File: config.mk
export PLATFORM = sky130hd
export DESIGN_NAME = neuron_engine
export DESIGN_NICKNAME = d
export VERILOG_FILES = /design/src/rtl/neu_pkg.sv /design/src/rtl/neu_mul.sv /design/src/rtl/neu_add.sv /design/src/rtl/neu_fsm.sv /design/src/rtl/neuron_engine.sv
export SDC_FILE = /design/constraint.sdc
export NUM_CORES = 1
export LEC_CHECK = 0
export ABC_AREA = 1
export CAP_MARGIN = 20
export CORE_ASPECT_RATIO = 0.8
export CORE_MARGIN = 10
export CORE_UTILIZATION = 49
export CTS_BUF_LIST = sky130_fd_sc_hd__clkbuf_8
export CTS_CLUSTER_DIAMETER = 100
export DETAILED_ROUTE_END_ITERATION = 8
export PLACE_DENSITY = 0.83
export SETUP_SLACK_MARGIN = 0.1
export SKIP_CTS_REPAIR_TIMING = 1
export SYNTH_ARGS = -nofsm -noshare
export SYNTH_HDL_FRONTEND = slang
export SYNTH_HIERARCHICAL = 1
export SYNTH_SLANG_ARGS = --single-unit
File: constraint.sdc
create_clock -name clk -period 4.5 [get_ports clk]
set_input_delay 0.45 -clock clk [delete_from_list [all_inputs] [get_ports clk]]
set_output_delay 0.45 -clock clk [all_outputs]
set_load 0.02 [all_outputs]
File: src/rtl/neu_pkg.sv
package neu_pkg;

    localparam int NEU_DW  = 8;
    localparam int NEU_FW  = 5;
    localparam int NEU_NIN = 2;

    typedef enum logic [2:0] {
        ST_IDLE     = 3'd0,
        ST_WAIT_IN  = 3'd1,
        ST_MUL      = 3'd2,
        ST_ACC      = 3'd3,
        ST_BIAS     = 3'd4,
        ST_ACT_REQ  = 3'd5,
        ST_ACT_WAIT = 3'd6
    } neu_state_e;

    // Dispatch strobes from the sequencer to the datapath.
    typedef struct packed {
        logic clr;   // open evaluation: clear running sum
        logic cap;   // capture incoming operand
        logic mul;   // shared multiplier writes product register
        logic acc;   // shared adder: sum + product
        logic bias;  // shared adder: sum + bias
        logic req;   // request to activation unit
        logic fin;   // activation value accepted
    } neu_ctl_t;

endpackage

File: src/rtl/neu_mul.sv
module neu_mul #(
    parameter int DW = neu_pkg::NEU_DW,
    parameter int FW = neu_pkg::NEU_FW
) (
    input  logic [DW-1:0] a,
    input  logic [DW-1:0] b,
    output logic [DW-1:0] p
);
    localparam int PW = 2 * DW;

    logic signed [PW-1:0] full;
    logic signed [PW-1:0] shifted;

    always_comb begin
        full    = PW'($signed(a)) * PW'($signed(b));
        shifted = full >>> FW;
        p       = DW'(shifted);
    end
endmodule

File: src/rtl/neu_add.sv
module neu_add #(
    parameter int DW = neu_pkg::NEU_DW
) (
    input  logic [DW-1:0] a,
    input  logic [DW-1:0] b,
    output logic [DW-1:0] s
);
    // Two's complement wrap: carry out is discarded.
    always_comb s = a + b;
endmodule

File: src/rtl/neu_fsm.sv
module neu_fsm
    import neu_pkg::*;
#(
    parameter int NIN = neu_pkg::NEU_NIN,
    localparam int IW = (NIN > 1) ? $clog2(NIN) : 1
) (
    input  logic           clk,
    input  logic           rst,
    input  logic           start,
    input  logic           in_valid,
    input  logic           act_done,
    output neu_ctl_t       ctl,
    output logic [IW-1:0]  idx,
    output logic           busy
);
    neu_state_e state_q, state_d;
    logic [IW-1:0] idx_d;

    localparam logic [IW-1:0] LAST_IDX = IW'(NIN - 1);

    always_comb begin
        state_d = state_q;
        idx_d   = idx;
        ctl     = '0;
        unique case (state_q)
            ST_IDLE: begin
                if (start) begin
                    ctl.clr = 1'b1;
                    idx_d   = '0;
                    state_d = ST_WAIT_IN;
                end
            end
            ST_WAIT_IN: begin
                if (in_valid) begin
                    ctl.cap = 1'b1;
                    state_d = ST_MUL;
                end
            end
            ST_MUL: begin
                ctl.mul = 1'b1;
                state_d = ST_ACC;
            end
            ST_ACC: begin
                ctl.acc = 1'b1;
                if (idx == LAST_IDX) begin
                    idx_d   = '0;
                    state_d = ST_BIAS;
                end else begin
                    idx_d   = idx + 1'b1;
                    state_d = ST_WAIT_IN;
                end
            end
            ST_BIAS: begin
                ctl.bias = 1'b1;
                state_d  = ST_ACT_REQ;
            end
            ST_ACT_REQ: begin
                ctl.req = 1'b1;
                state_d = ST_ACT_WAIT;
            end
            ST_ACT_WAIT: begin
                if (act_done) begin
                    ctl.fin = 1'b1;
                    state_d = ST_IDLE;
                end
            end
            default: state_d = ST_IDLE;
        endcase
    end

    always_ff @(posedge clk) begin
        if (rst) begin
            state_q <= ST_IDLE;
            idx     <= '0;
        end else begin
            state_q <= state_d;
            idx     <= idx_d;
        end
    end

    assign busy = (state_q != ST_IDLE);

    // one arithmetic step at a time on the shared units
    a_r10_one_dispatch: assert property (@(posedge clk) disable iff (rst)
        $onehot0({ctl.mul, ctl.acc, ctl.bias}));

    // bias step only directly after the last accumulate
    a_r7_bias_after_last: assert property (@(posedge clk) disable iff (rst)
        ctl.bias |-> ($past(ctl.acc) && $past(idx) == LAST_IDX));

    // a start while busy does not end the evaluation
    a_r3_start_ignored: assert property (@(posedge clk) disable iff (rst)
        (start && busy && !(state_q == ST_ACT_WAIT && act_done)) |=> busy);

    // input capture only happens from the waiting state
    a_r4_cap_when_waiting: assert property (@(posedge clk) disable iff (rst)
        ctl.cap |=> (state_q == ST_MUL));
endmodule

File: src/rtl/neuron_engine.sv
module neuron_engine
    import neu_pkg::*;
#(
    parameter int DW  = neu_pkg::NEU_DW,
    parameter int FW  = neu_pkg::NEU_FW,
    parameter int NIN = neu_pkg::NEU_NIN
) (
    input  logic              clk,
    input  logic              rst,
    input  logic              start,
    input  logic              in_valid,
    input  logic [DW-1:0]     in_data,
    input  logic [NIN*DW-1:0] weights,
    input  logic [DW-1:0]     bias,
    output logic              act_req,
    output logic [DW-1:0]     act_arg,
    input  logic              act_done,
    input  logic [DW-1:0]     act_value,
    output logic              busy,
    output logic              done,
    output logic [DW-1:0]     result,
    output logic [DW-1:0]     mul_q,
    output logic [DW-1:0]     acc_q,
    output logic [DW-1:0]     biased_q
);
    localparam int IW = (NIN > 1) ? $clog2(NIN) : 1;

    neu_ctl_t      ctl;
    logic [IW-1:0] idx;
    logic [DW-1:0] x_q;
    logic [DW-1:0] w_sel;
    logic [DW-1:0] prod;
    logic [DW-1:0] add_b;
    logic [DW-1:0] add_s;

    neu_fsm #(.NIN(NIN)) u_fsm (
        .clk      (clk),
        .rst      (rst),
        .start    (start),
        .in_valid (in_valid),
        .act_done (act_done),
        .ctl      (ctl),
        .idx      (idx),
        .busy     (busy)
    );

    // Weight slot selected by arrival order of the current input.
    always_comb w_sel = weights[idx*DW +: DW];

    neu_mul #(.DW(DW), .FW(FW)) u_mul (
        .a (x_q),
        .b (w_sel),
        .p (prod)
    );

    // Shared adder: second operand is product or bias depending on step.
    always_comb add_b = ctl.bias ? bias : mul_q;

    neu_add #(.DW(DW)) u_add (
        .a (acc_q),
        .b (add_b),
        .s (add_s)
    );

    always_ff @(posedge clk) begin
        if (rst) begin
            x_q      <= '0;
            mul_q    <= '0;
            acc_q    <= '0;
            biased_q <= '0;
            result   <= '0;
            done     <= 1'b0;
        end else begin
            if (ctl.clr)  begin
                acc_q <= '0;
                done  <= 1'b0;
            end
            if (ctl.cap)  x_q      <= in_data;
            if (ctl.mul)  mul_q    <= prod;
            if (ctl.acc)  acc_q    <= add_s;
            if (ctl.bias) biased_q <= add_s;
            if (ctl.fin) begin
                result <= act_value;
                done   <= 1'b1;
            end
        end
    end

    assign act_req = ctl.req;
    assign act_arg = biased_q;

    // accepted start clears sum, raises busy, clears done
    a_r2_start_clears: assert property (@(posedge clk) disable iff (rst)
        (start && !busy) |=> (busy && !done && acc_q == '0));

    // busy and done never together
    a_r9_busy_done_excl: assert property (@(posedge clk) disable iff (rst)
        !(busy && done));

    // done rises only on an accepted activation value
    a_r9_done_rise: assert property (@(posedge clk) disable iff (rst)
        $rose(done) |-> $past(act_done));

    // request is a single-cycle pulse
    a_r8_req_pulse: assert property (@(posedge clk) disable iff (rst)
        act_req |=> !act_req);

    // sum untouched by start while busy outside the accumulate step
    a_r3_sum_kept: assert property (@(posedge clk) disable iff (rst)
        (start && busy && !ctl.acc) |=> $stable(acc_q));
endmodule

Yosys cells after proc, flatten, opt, wreduce, memory -nomap -nowiden
Cells that the tools add are included.
{ "op_classes": {"shift": 1, "eq_ne": 9, "muxes": 23, "n_addsub": 2, "n_reduce_logical": 7, "mul": 1} }
{ "op_table": {"columns": ["cell", "n"], "rows": [
  ["8-bit two-way mux", 3],
  ["3-bit case mux with 7 select lines", 1],
  ["16-bit by 5-bit variable part select with 8-bit output", 1],
  ["1-bit two-way mux", 14],
  ["8-bit by 8-bit multiplier with 13-bit output", 1],
  ["3-bit two-way mux", 4],
  ["3-bit equality test (second input constant)", 3],
  ["8-bit adder", 1],
  ["3-bit by 2-bit equality test with 1-bit output (second input constant)", 2],
  ["2-bit inequality test (second input constant)", 3],
  ["2-bit nonzero test", 3],
  ["3-bit by 1-bit equality test with 1-bit output (second input constant)", 1],
  ["3-bit zero test", 1],
  ["3-bit AND reduction", 1],
  ["3-bit nonzero test", 1],
  ["1-bit case mux with 2 select lines", 1],
  ["2-bit AND reduction", 1],
  ["1-bit adder (second input constant)", 1]
]} }
{ "word_totals": {"elab_cells": 51, "inputBits": 45, "ff_bits": 45, "out_inout_bits": 43} }

Logic depth before layout (Yosys ltp)
Gate-level depths: netlist of run 1.
{ "depth": {"ltp_word": 5, "depth_mapped": 25, "mapped_depth_nobuf": 24} }

Hierarchy
Netlist of run 1, hierarchy kept.
{ "modules_own_cells": {"columns": ["mod", "area_per_inst_um2", "cells_each", "seq_area_each_um2", "instances"], "rows": [
  ["neu_mul", 2242.2, 318, 0.0, 1],
  ["neuron_engine", 1744.2, 238, 820.8, 1],
  ["neu_add", 361.6, 60, 0.0, 1],
  ["neu_fsm", 267.8, 47, 80.1, 1]
]} }

Least setup slack after synthesis of run 1
No wires, ideal clock.
{ "synth_timing": {"kind": "reg-to-reg", "startpoint": "reg u_fsm.idx", "endpoint": "reg mul_q[6]", "n_path_buf": 1, "setup_ns": 0.070, "stages_incl_launch_ff": 19, "period_less_slack_ns": 4.571, "slack_ns": -0.071, "required_time_ns": 4.430, "t_arrival_ns": 4.501, "cell_sequence": "dfxtp_1 -> buf_2 -> nand2_1 -> o21ai_0 -> inv_1 -> or2_2 -> fa_1 -> fa_1 -> fa_1 -> fa_1 -> inv_1 -> ha_1 -> nand2_1 -> nand2_1 -> a221oi_1 -> nand3_1 -> nand2_1 -> nand2_1 -> a21oi_1"} }
{ "synth_between": {"elab_chain_len": 2} }
{ "synth_rtl": {"columns": ["element", "line_no", "text"], "rows": [
  ["from (decl)", "neu_fsm.sv:13", "output logic [IW-1:0] idx,"],
  ["from (signal assigned)", "neu_fsm.sv:77", "idx <= idx_d;"],
  ["16-bit by 5-bit variable part select with 8-bit output", "neuron_engine.sv:48", "always_comb w_sel = weights[idx*DW +: DW];"],
  ["net w_sel[7]", "neuron_engine.sv:31", "logic [DW-1:0] w_sel;"],
  ["8-bit by 8-bit multiplier with 13-bit output", "neu_mul.sv:15", "full = PW'($signed(a)) * PW'($signed(b));"],
  ["net prod[6]", "neuron_engine.sv:32", "logic [DW-1:0] prod;"],
  ["to (signal assigned)", "neuron_engine.sv:79", "if (ctl.mul) mul_q <= prod;"],
  ["to (decl)", "neuron_engine.sv:22", "output logic [DW-1:0] mul_q,"]
]} }
The timed path passes the listed nets, and every way through them passes these cells.
A chain may end at the register's enable or synchronous reset.

Final worst setup path of run 1
{ "layout_timing": {"startpoint": "reg u_fsm.idx", "endpoint": "reg mul_q[5]"} }
Same word-level chain as after synthesis.

==> results.md, run 1 <==
- The floorplan die area is 13,700 µm².
- The number of enable flip-flop cells after synthesis is 0.
- The cell area that synthesis handed to floorplanning was between 4000 and 5000 µm².
- The register bit total from synthesis is 45.
- For the final database, setup skew stands at 5.85 ps.
- The critical path ends at mul_q[5].
- The detailed router finished its first iteration with around 310 violations.
- The number of placed instances, taps included is a little under 900.
- The number of antenna violations at the first check in global routing is 0.
- The maximum vdd drop is 0.184 mV.
- The setup total negative slack is 0 ps.
- For this block, the via count after detailed routing is about 4,500.
- The synthesized area divided by synthesized cell count is 6.96 µm².
- In this run the number of H-tree levels came out at 2.
- In this run the critical register-to-register path is captured at mul_q[5].
- At the worst endpoint, the required time is 4730 ps.
- TritonCTS built the clock tree.
- Setup violations remaining at the end of the flow were counted as 0.
- The startpoint identified for the worst hold timing path is result[7].
- The flow ran to the end, and the final reports show no timing, DRC or antenna violations.
- The overall die height is ~110 µm.
- The slew at the pin closest to its max-slew limit is between 900 and 1000 ps.
- The worst setup path is captured at a register.
- Dividing the detail-routed wire length by the instance count gives 14.7 µm.
- Dividing the final minimum period by the clock period gives 0.978.
- The maximum buffer depth of the clock tree is 2.
- The number of global-route vias before repair came to 4,361.
- The total CTS buffers is 5.
- The vias per cell is 5.03.
- Clock-pin slew was measured on the worst setup and hold paths at 90 ps.
- The total iterations of the first detailed-routing run is 4.
- The worst register-to-register path has a setup slack of around 100 ps.
- The share of synthesized area in the top cell type comes to 0.195.
- The synthesized design spends more area on one cell type than any other, namely sky130_fd_sc_hd__dfxtp_1.
- Setup repair after global routing could not meet its margin everywhere.
- The number of hold-slack violations in the final timing report is 0.
- By area the synthesized netlist is led by sky130_fd_sc_hd__dfxtp_1 20%, sky130_fd_sc_hd__nand2_1 19%, sky130_fd_sc_hd__fa_1 19%.
- The start point of the critical path is u_fsm/idx.
- Along the worst path, the maximum fanout reaches 5.
- The residual DRC count is 0.
- The highest achievable clock rate is 227 MHz.
- The max-slew violation count is 0.
- Synthesis produced a netlist whose cell count is approximately 660.
- Data arrives at the worst endpoint at roughly 4600 ps.
- For the worst-skew pair, the clock arrives at the later sink with an insertion delay of 300 ps.
- The tree is rooted in a sky130_fd_sc_hd__clkbuf_8.
- The number of sinks driven by the clock tree is 45.
- During synthesis, Yosys emitted a total of 6 warnings.
- The share of synthesized area occupied by flip-flops and latches is 0.195.
- Counting every net in the synthesized netlist gives around 800.
- The final instance count without filler cells is 888.
- The number of nets in the layout is 890.
- The post-detailed-placement half-perimeter wirelength is 10000 µm.
- The wire length of the first global-routing pass is a little over 20,000 µm.
- The count of standard-cell rows is 31.
- The path type of the worst setup path is register to register.
- The antenna cell count is 0.
- Of the cells placed in the final design, the portion with a size suffix greater than 1 is 0.210.
- The smallest clock period supported by the final layout is computed as 4400 ps.
- The region available for standard cell placement spans between 9000 and 10,000 µm².
- The number of different library cells used by synthesis comes to 38.
- 88 I/O pins were placed.
- Across every metal layer, demand over resource in global routing totals 0.173.
- The post-synthesis to final-layout area growth is 34.5%.
- The prevailing post-synth register cell is sky130_fd_sc_hd__dfxtp_1.
- Of all flip-flops after synthesis, the portion carrying an async set or reset was 0.
- Buffers placed on the I/O ports in this run total 87.
- For this design the ratio of total power to cell area is 287 nW/µm².
- The total wirelength of the detailed-routed design is roughly 13,000 µm.
- For this design the static power due to leakage is ~3.1 nW.
- The count of max-cap constraint violations is 0.
- The count of nets left with antenna violations once routing finished came out at 0.
- The kind of start point of the critical path is a register.
- Global routing finished with a remaining overflow of 0.
- The reg-to-reg critical path startpoint is u_fsm/idx.
- The initial standard-cell utilization of the core is 0.506.
- The die is 129 µm wide.
- Entering global routing, the biggest net connects 44 pins.
- The worst hold-check path type is register to register.
- The number of cells on the worst reg-to-reg path is 23.
- The worst pin sits at a relative slew slack of 0.346.
- The routability congestion estimate is roughly 0.91.
state kept, by name (all words and copies together) (netlist names):
register / count
acc_q: 8
act_arg: 8
done: 1
mul_q: 8
result: 8
u_fsm/idx: 1
u_fsm/state_q: 3
x_q: 8
cell families after synthesis:
group	after synthesis	synth area share
compound gates	64	0.0737
simple gates	296	0.269
flops	45	0.195
buf+inv	174	0.168
fa+ha+maj	73	0.268
xor+xnor	11	0.0266
placed cells by master, fill, tap and decap left out, types with 2 or more instances in the layout:
master                            count
sky130_fd_sc_hd__nand2_1            211
sky130_fd_sc_hd__inv_1              115
sky130_fd_sc_hd__clkdlybuf4s50_1     77
sky130_fd_sc_hd__dfxtp_1             44
sky130_fd_sc_hd__a21oi_1             41
sky130_fd_sc_hd__fa_1                39
sky130_fd_sc_hd__buf_4               37
sky130_fd_sc_hd__inv_2               26
sky130_fd_sc_hd__nand2_2             24
sky130_fd_sc_hd__ha_1                23
sky130_fd_sc_hd__nor2_1              16
sky130_fd_sc_hd__nand3_1             15
sky130_fd_sc_hd__dlymetal6s2s_1      10
sky130_fd_sc_hd__a21oi_2              9
sky130_fd_sc_hd__o21ai_2              9
sky130_fd_sc_hd__nand2_4              9
sky130_fd_sc_hd__xnor2_1              7
sky130_fd_sc_hd__ha_4                 6
sky130_fd_sc_hd__buf_6                6
sky130_fd_sc_hd__clkbuf_8             5
sky130_fd_sc_hd__fa_2                 4
sky130_fd_sc_hd__nor3_2               3
sky130_fd_sc_hd__nor3_1               3
sky130_fd_sc_hd__nand3_2              3
sky130_fd_sc_hd__nor2_2               3
sky130_fd_sc_hd__or2_1                2
sky130_fd_sc_hd__nand3b_1             2
sky130_fd_sc_hd__xor2_1               2
sky130_fd_sc_hd__nor2_4               2
worst min path at each step:
stage | end | slack [ps] | cells past startpoint
4_1_cts | result[7] | 470 | 2
6_report | result[7] | 470 | 2
2_1_floorplan | x_q[2] | 440 | 2
3_3_place_gp | done | 450 | 2
5_1_grt | result[0] | 490 | 2
3_5_place_dp | result[7] | 450 | 2
power by group:
part           switching [mW]  internal, mW  leakage (nW)
logic                   0.562         0.497          2.72
clock network           0.150         0.110        0.0445
registers              0.0408         0.423         0.365
through the flow:
stage / cell area (µm²) / power (mW) / utilization / hold WS, ps / worst slack (ps)
after floorplan: 4620 / 1.01 / - / 438 / 101
after global placement: 5690 / 1.26 / 0.624 / 447 / -315
after detailed placement: 5690 / 1.31 / 0.624 / 454 / -434
after CTS: 5780 / 1.56 / 0.634 / 468 / -129
after global routing: 6210 / 1.91 / 0.681 / 490 / -64.0
final: 6210 / 1.78 / 0.681 / 468 / 99.9
routing by layer:
metal	GRT usage	vias up	wire length, µm
met1	0.216	2094	5420
li1	-	2174	-
met3	0.0276	17	872
met4	0.0325	0	183
met5	0	-	0
met2	0.309	183	6620
synthesized netlist by cell type (2+ instances only):
| master | count |
|---|---|
| sky130_fd_sc_hd__nand2_4 | 2 |
| sky130_fd_sc_hd__ha_1 | 30 |
| sky130_fd_sc_hd__inv_1 | 134 |
| sky130_fd_sc_hd__buf_2 | 8 |
| sky130_fd_sc_hd__dfxtp_1 | 45 |
| sky130_fd_sc_hd__fa_1 | 43 |
| sky130_fd_sc_hd__xnor2_1 | 7 |
| sky130_fd_sc_hd__a21oi_2 | 3 |
| sky130_fd_sc_hd__xor2_1 | 2 |
| sky130_fd_sc_hd__nand3b_1 | 2 |
| sky130_fd_sc_hd__a21oi_1 | 48 |
| sky130_fd_sc_hd__buf_6 | 6 |
| sky130_fd_sc_hd__clkbuf_1 | 7 |
| sky130_fd_sc_hd__buf_4 | 8 |
| sky130_fd_sc_hd__inv_2 | 7 |
| sky130_fd_sc_hd__or2_1 | 2 |
| sky130_fd_sc_hd__nand2_2 | 10 |
| sky130_fd_sc_hd__nand2_1 | 232 |
| sky130_fd_sc_hd__nand3_1 | 15 |
| sky130_fd_sc_hd__nand3_2 | 3 |
| sky130_fd_sc_hd__nor3_1 | 5 |
| sky130_fd_sc_hd__nor2_1 | 20 |
| sky130_fd_sc_hd__o21ai_0 | 9 |
layout make-up:
| cell class | count | area (µm²) |
|---|---|---|
| inverters | 143 | 544 |
| well taps | 115 | 144 |
| repair buffers | 133 | 1300 |
| multi-input cells | 444 | 3230 |
| fillers | 705 | 2910 |
| flip-flops and latches | 45 | 905 |
| clock inverters | 3 | 21.3 |
| clock buffers | 5 | 68.8 |
worst max-delay path, cell delays in order (launching register included):
cell and delay, ps:
sky130_fd_sc_hd__dfxtp_4 390, sky130_fd_sc_hd__buf_12 140, sky130_fd_sc_hd__nand2_4 50, sky130_fd_sc_hd__o21ai_2 50, sky130_fd_sc_hd__buf_6 120, sky130_fd_sc_hd__nand2_2 70
sky130_fd_sc_hd__inv_2 50, sky130_fd_sc_hd__fa_1 580, sky130_fd_sc_hd__inv_2 60, sky130_fd_sc_hd__fa_1 520, sky130_fd_sc_hd__inv_2 40, sky130_fd_sc_hd__fa_1 490
sky130_fd_sc_hd__inv_2 40, sky130_fd_sc_hd__fa_1 490, sky130_fd_sc_hd__inv_2 60, sky130_fd_sc_hd__ha_4 310, sky130_fd_sc_hd__nand2_4 70, sky130_fd_sc_hd__o21ai_4 190
sky130_fd_sc_hd__nand2_1 80, sky130_fd_sc_hd__nand2_1 90, sky130_fd_sc_hd__a21oi_2 60, sky130_fd_sc_hd__xnor2_1 190, sky130_fd_sc_hd__nand2_1 80, sky130_fd_sc_hd__a21oi_1 120
Power figures use the tool's default switching activity.
==> inputs of run 2 (changes only) <==
--- a/config.mk
+++ b/config.mk
@@ -13,10 +13,10 @@
 export CTS_BUF_LIST = sky130_fd_sc_hd__clkbuf_8
 export CTS_CLUSTER_DIAMETER = 100
 export DETAILED_ROUTE_END_ITERATION = 8
-export PLACE_DENSITY = 0.83
+export GPL_ROUTABILITY_DRIVEN = 0
+export PLACE_DENSITY = 0.84
 export SETUP_SLACK_MARGIN = 0.1
 export SKIP_CTS_REPAIR_TIMING = 1
 export SYNTH_ARGS = -nofsm -noshare
 export SYNTH_HDL_FRONTEND = slang
-export SYNTH_HIERARCHICAL = 1
 export SYNTH_SLANG_ARGS = --single-unit
==> results.md, run 2 <==
- Dividing the final minimum period by the clock period gives 0.965.
- The number of global-route vias before repair is 4,154.
- The share of synthesized area occupied by flip-flops and latches is 0.212.
- For the pin with the worst max-slew slack, the measured transition is 764 ps.
- The antenna cell count is 0.
- The number of antenna-violating nets in the routed design is 0.
- The horizontal die dimension is 124 µm.
- The fraction of layout instances using a drive strength above 1 is 0.156.
- The total iterations of the first detailed-routing run is 5.
- The clock latency on the worst-skew pair is 310 ps.
- The CTS tree is yes.
- Once layout is complete, the utilization of the core stands at 0.679.
- The wire length of the first global-routing pass is 19,200 µm.
- Counting every instance in the synthesized netlist gives ~580.
- The post-synth net total is a little under 700.
- The number of hold-slack violations in the final timing report is 0.
- After detailed routing, the average wire length per cell comes to 16.0 µm.
- The max-slew violation count came to 0.
- The placement-stage worst setup slack is -415 ps.
- The synthesized design contains 0 enable-type register cells.
- The number of fillers in the final layout is around 650.
- The instance count on the critical path is 22.
- The placed instances occupy a cell area of approximately 5300 µm².
- Setup repair after global routing could not meet its margin everywhere.
- The peak fanout along the critical path is 3.
- The final instance area is 5760 µm².
- The total wirelength of the detailed-routed design is 12,700 µm.
- The detailed router placed 4,151 vias in this run.
- The number of antenna violations at the first check in global routing came to 0.
- Traced cell by cell, the critical path runs through clkdlybuf4s50_1 > or2_4 > o21ai_4 > buf_6 > inv_4 > nand2_2 > fa_2 > fa_1 > inv_2 > fa_1 > inv_1 > fa_1 > inv_2 > ha_4 > nand2_4 > o21ai_4 > a21oi_2 > nor2_1 > nor2_1 > xor2_1 > o21ai_1 > inv_1.
- The critical path buffer and inverter count is 7.
- The cell area after synthesis is 4250 µm².
- The post-detailed-placement half-perimeter wirelength is 9730 µm.
- Clock tree synthesis selected as its root buffer the cell sky130_fd_sc_hd__clkbuf_8.
- The prevailing post-synth register cell is sky130_fd_sc_hd__dfxtp_1.
- The number of sinks driven by the clock tree is 45.
- The worst setup path is captured at a register.
- The share of synthesized area in the top cell type comes to 0.212.
- The most used standard cell by instance count after synthesis is sky130_fd_sc_hd__inv_1.
- In the final design database the tool counted about 800 nets.
- The leakage power summed over all cells is 2.56 nW.
- In this run the standard cell core region covers 8480 µm².
- Counting instances in the post-synthesis netlist gives the leading cell types as 130 x sky130_fd_sc_hd__inv_1, 93 x sky130_fd_sc_hd__nand2_1, 54 x sky130_fd_sc_hd__nor2_1.
- Relative to the synthesized area, the layout overhead comes to 35.5%.
- On the final layout, the worst hold slack is 449 ps.
- The overall die height is 103 µm.
- The detailed router finished its first iteration with about 310 violations.
- In this run the worst hold path is classified as register to register.
- The largest total area in the synthesized netlist belongs to sky130_fd_sc_hd__dfxtp_1.
- The total congestion overflow is 0.
- The count of cell types in the netlist is 36.
- The H-tree was split into 2 levels.
- Broken down by cell family, the worst path's largest delay share belongs to adder cells.
- Entering global routing, the biggest net connects 26 pins.
- The design draws 1.73 mW.
- The register bit total from synthesis is 45.
- The worst hold path stage count is 2.
- In this run the count of I/O pins placed on the die edge is 88.
- The maximum buffer depth of the clock tree is 2.
- After clock tree synthesis, the clock-pin slew on the worst setup and hold paths is 100 ps.
- The Yosys warning count is 0.
- The library cell contributing the largest single delay on the critical path is sky130_fd_sc_hd__fa_1.
- The initial utilization of the core area, before any placement, comes to 0.501.
- The all-layer global routing usage is 0.186.
- In the synthesized netlist the async set-or-reset flop fraction comes to 0.
- For the worst setup path, the data arrival time is around 4600 ps.
- The critical path's most frequent cell is sky130_fd_sc_hd__fa_1.
- In this run the power density over the cells is 301 nW/µm².
- The max-slew headroom at the worst pin is 0.490.
- The synthesized area divided by synthesized cell count is 7.40 µm².
- Based on the critical path, the design can be clocked at up to 230 MHz.
- The register-to-register setup slack is about 180 ps.
- The floorplan die area is 12,800 µm².
- The worst setup path is launched from an input pin.
- The required time of the critical path is 4710 ps.
- In the layout the commonest cells are 117 x sky130_fd_sc_hd__inv_1, 88 x sky130_fd_sc_hd__nand2_1, 83 x sky130_fd_sc_hd__clkdlybuf4s50_1.
- Setup violations remaining at the end of the flow were counted as 0.
- The path type of the worst setup path is input pin to register.
- The least setup slack across all paths after layout is roughly 160 ps.
- Port buffering added 87 buffers.
- The worst path needs roughly 4300 ps of the cycle, external delays included.
- Measured in cells, the most critical reg-to-reg path has a length of 18.
- Across the VDD grid, the largest voltage drop is 0.205 mV.
- The count of standard-cell rows is 30.
- The largest single stage delay on the critical path is 560 ps.
- Clock skew on the completed layout was measured at 8.14 ps.
- The flow ran to the end, and the final reports show no timing, DRC or antenna violations.
- Max-cap violations in this run came to 0.
- The vias per cell is 5.23.
- The total CTS buffers is 5.
- After detailed routing, the number of remaining DRC violations is 0.
- Yosys attributes the largest share of cell area to sky130_fd_sc_hd__dfxtp_1 21%, sky130_fd_sc_hd__fa_1 20%, sky130_fd_sc_hd__inv_1 11%.
- The commonest non-fill, non-tap cell in the layout is sky130_fd_sc_hd__inv_1.
==> run 2: changes by cell type after synthesis, sizes merged, moves of 3 or more <==
cell and change:
nor2 +35, nand2 -146, nor3 -3, o21ai +35
a211oi +4, or2 +4, xnor2 -6, xor2 +8
inv -10, nand3 -4, buf -11
==> run 2: tightest hold or removal path, stage by stage, from the launching register on <==
cell and delay, ps:
sky130_fd_sc_hd__dfxtp_1 320, sky130_fd_sc_hd__inv_1 50, sky130_fd_sc_hd__a21oi_1 50
==> run 2: layer usage <==
metal,GRT usage,up-vias,routed length (µm)
met5,0,-,0
met1,0.226,1931,4890
met2,0.318,211,6240
met3,0.0456,33,1260
li1,-,1976,-
met4,0.0548,0,276
==> run 2: power breakdown <==
| part | total [mW] | internal (mW) | switching [mW] |
|---|---|---|---|
| Sequential | 0.434 | 0.415 | 0.0194 |
| Combinational | 0.969 | 0.432 | 0.537 |
| Clock | 0.331 | 0.167 | 0.164 |
==> run 2: per-stage QoR <==
stage / std cells / setup TNS, ps
2_1_floorplan: 575 / 0
5_1_grt: 793 / 0
3_3_place_gp: 780 / -1110
6_report: 793 / 0
3_5_place_dp: 780 / -1950
4_1_cts: 788 / -140
==> run 2: cell type report <==
type / instances / area (µm²) / area share
Multi-Input combinational cell: 380 / 2980 / 0.517
Timing Repair Buffer: 116 / 1130 / 0.195
Sequential cell: 45 / 905 / 0.157
Inverter: 132 / 498 / 0.0864
Tap cell: 112 / 140 / 0.0243
Clock buffer: 5 / 68.8 / 0.0119
Clock inverter: 3 / 46.3 / 0.00803
==> run 2: path summary, 6_finish.rpt <==
kind                                  start         to
worst min-delay path              result[6]  result[6]
worst max-delay path            weights[10]   mul_q[5]
worst max register to register    u_fsm.idx   mul_q[7]
worst min register to register    result[6]  result[6]
==> run 2: logic make-up (layout without fill, tap and decap cells) <==
kind of cell | after synthesis | in the layout | share of synthesized area
fa+ha+maj | 73 | 73 | 0.291
buf+inv | 150 | 256 | 0.144
compound gates | 108 | 108 | 0.135
xor+xnor | 13 | 13 | 0.0268
simple gates | 184 | 184 | 0.187
flops | 45 | 45 | 0.212
mux | 2 | 2 | 0.00471
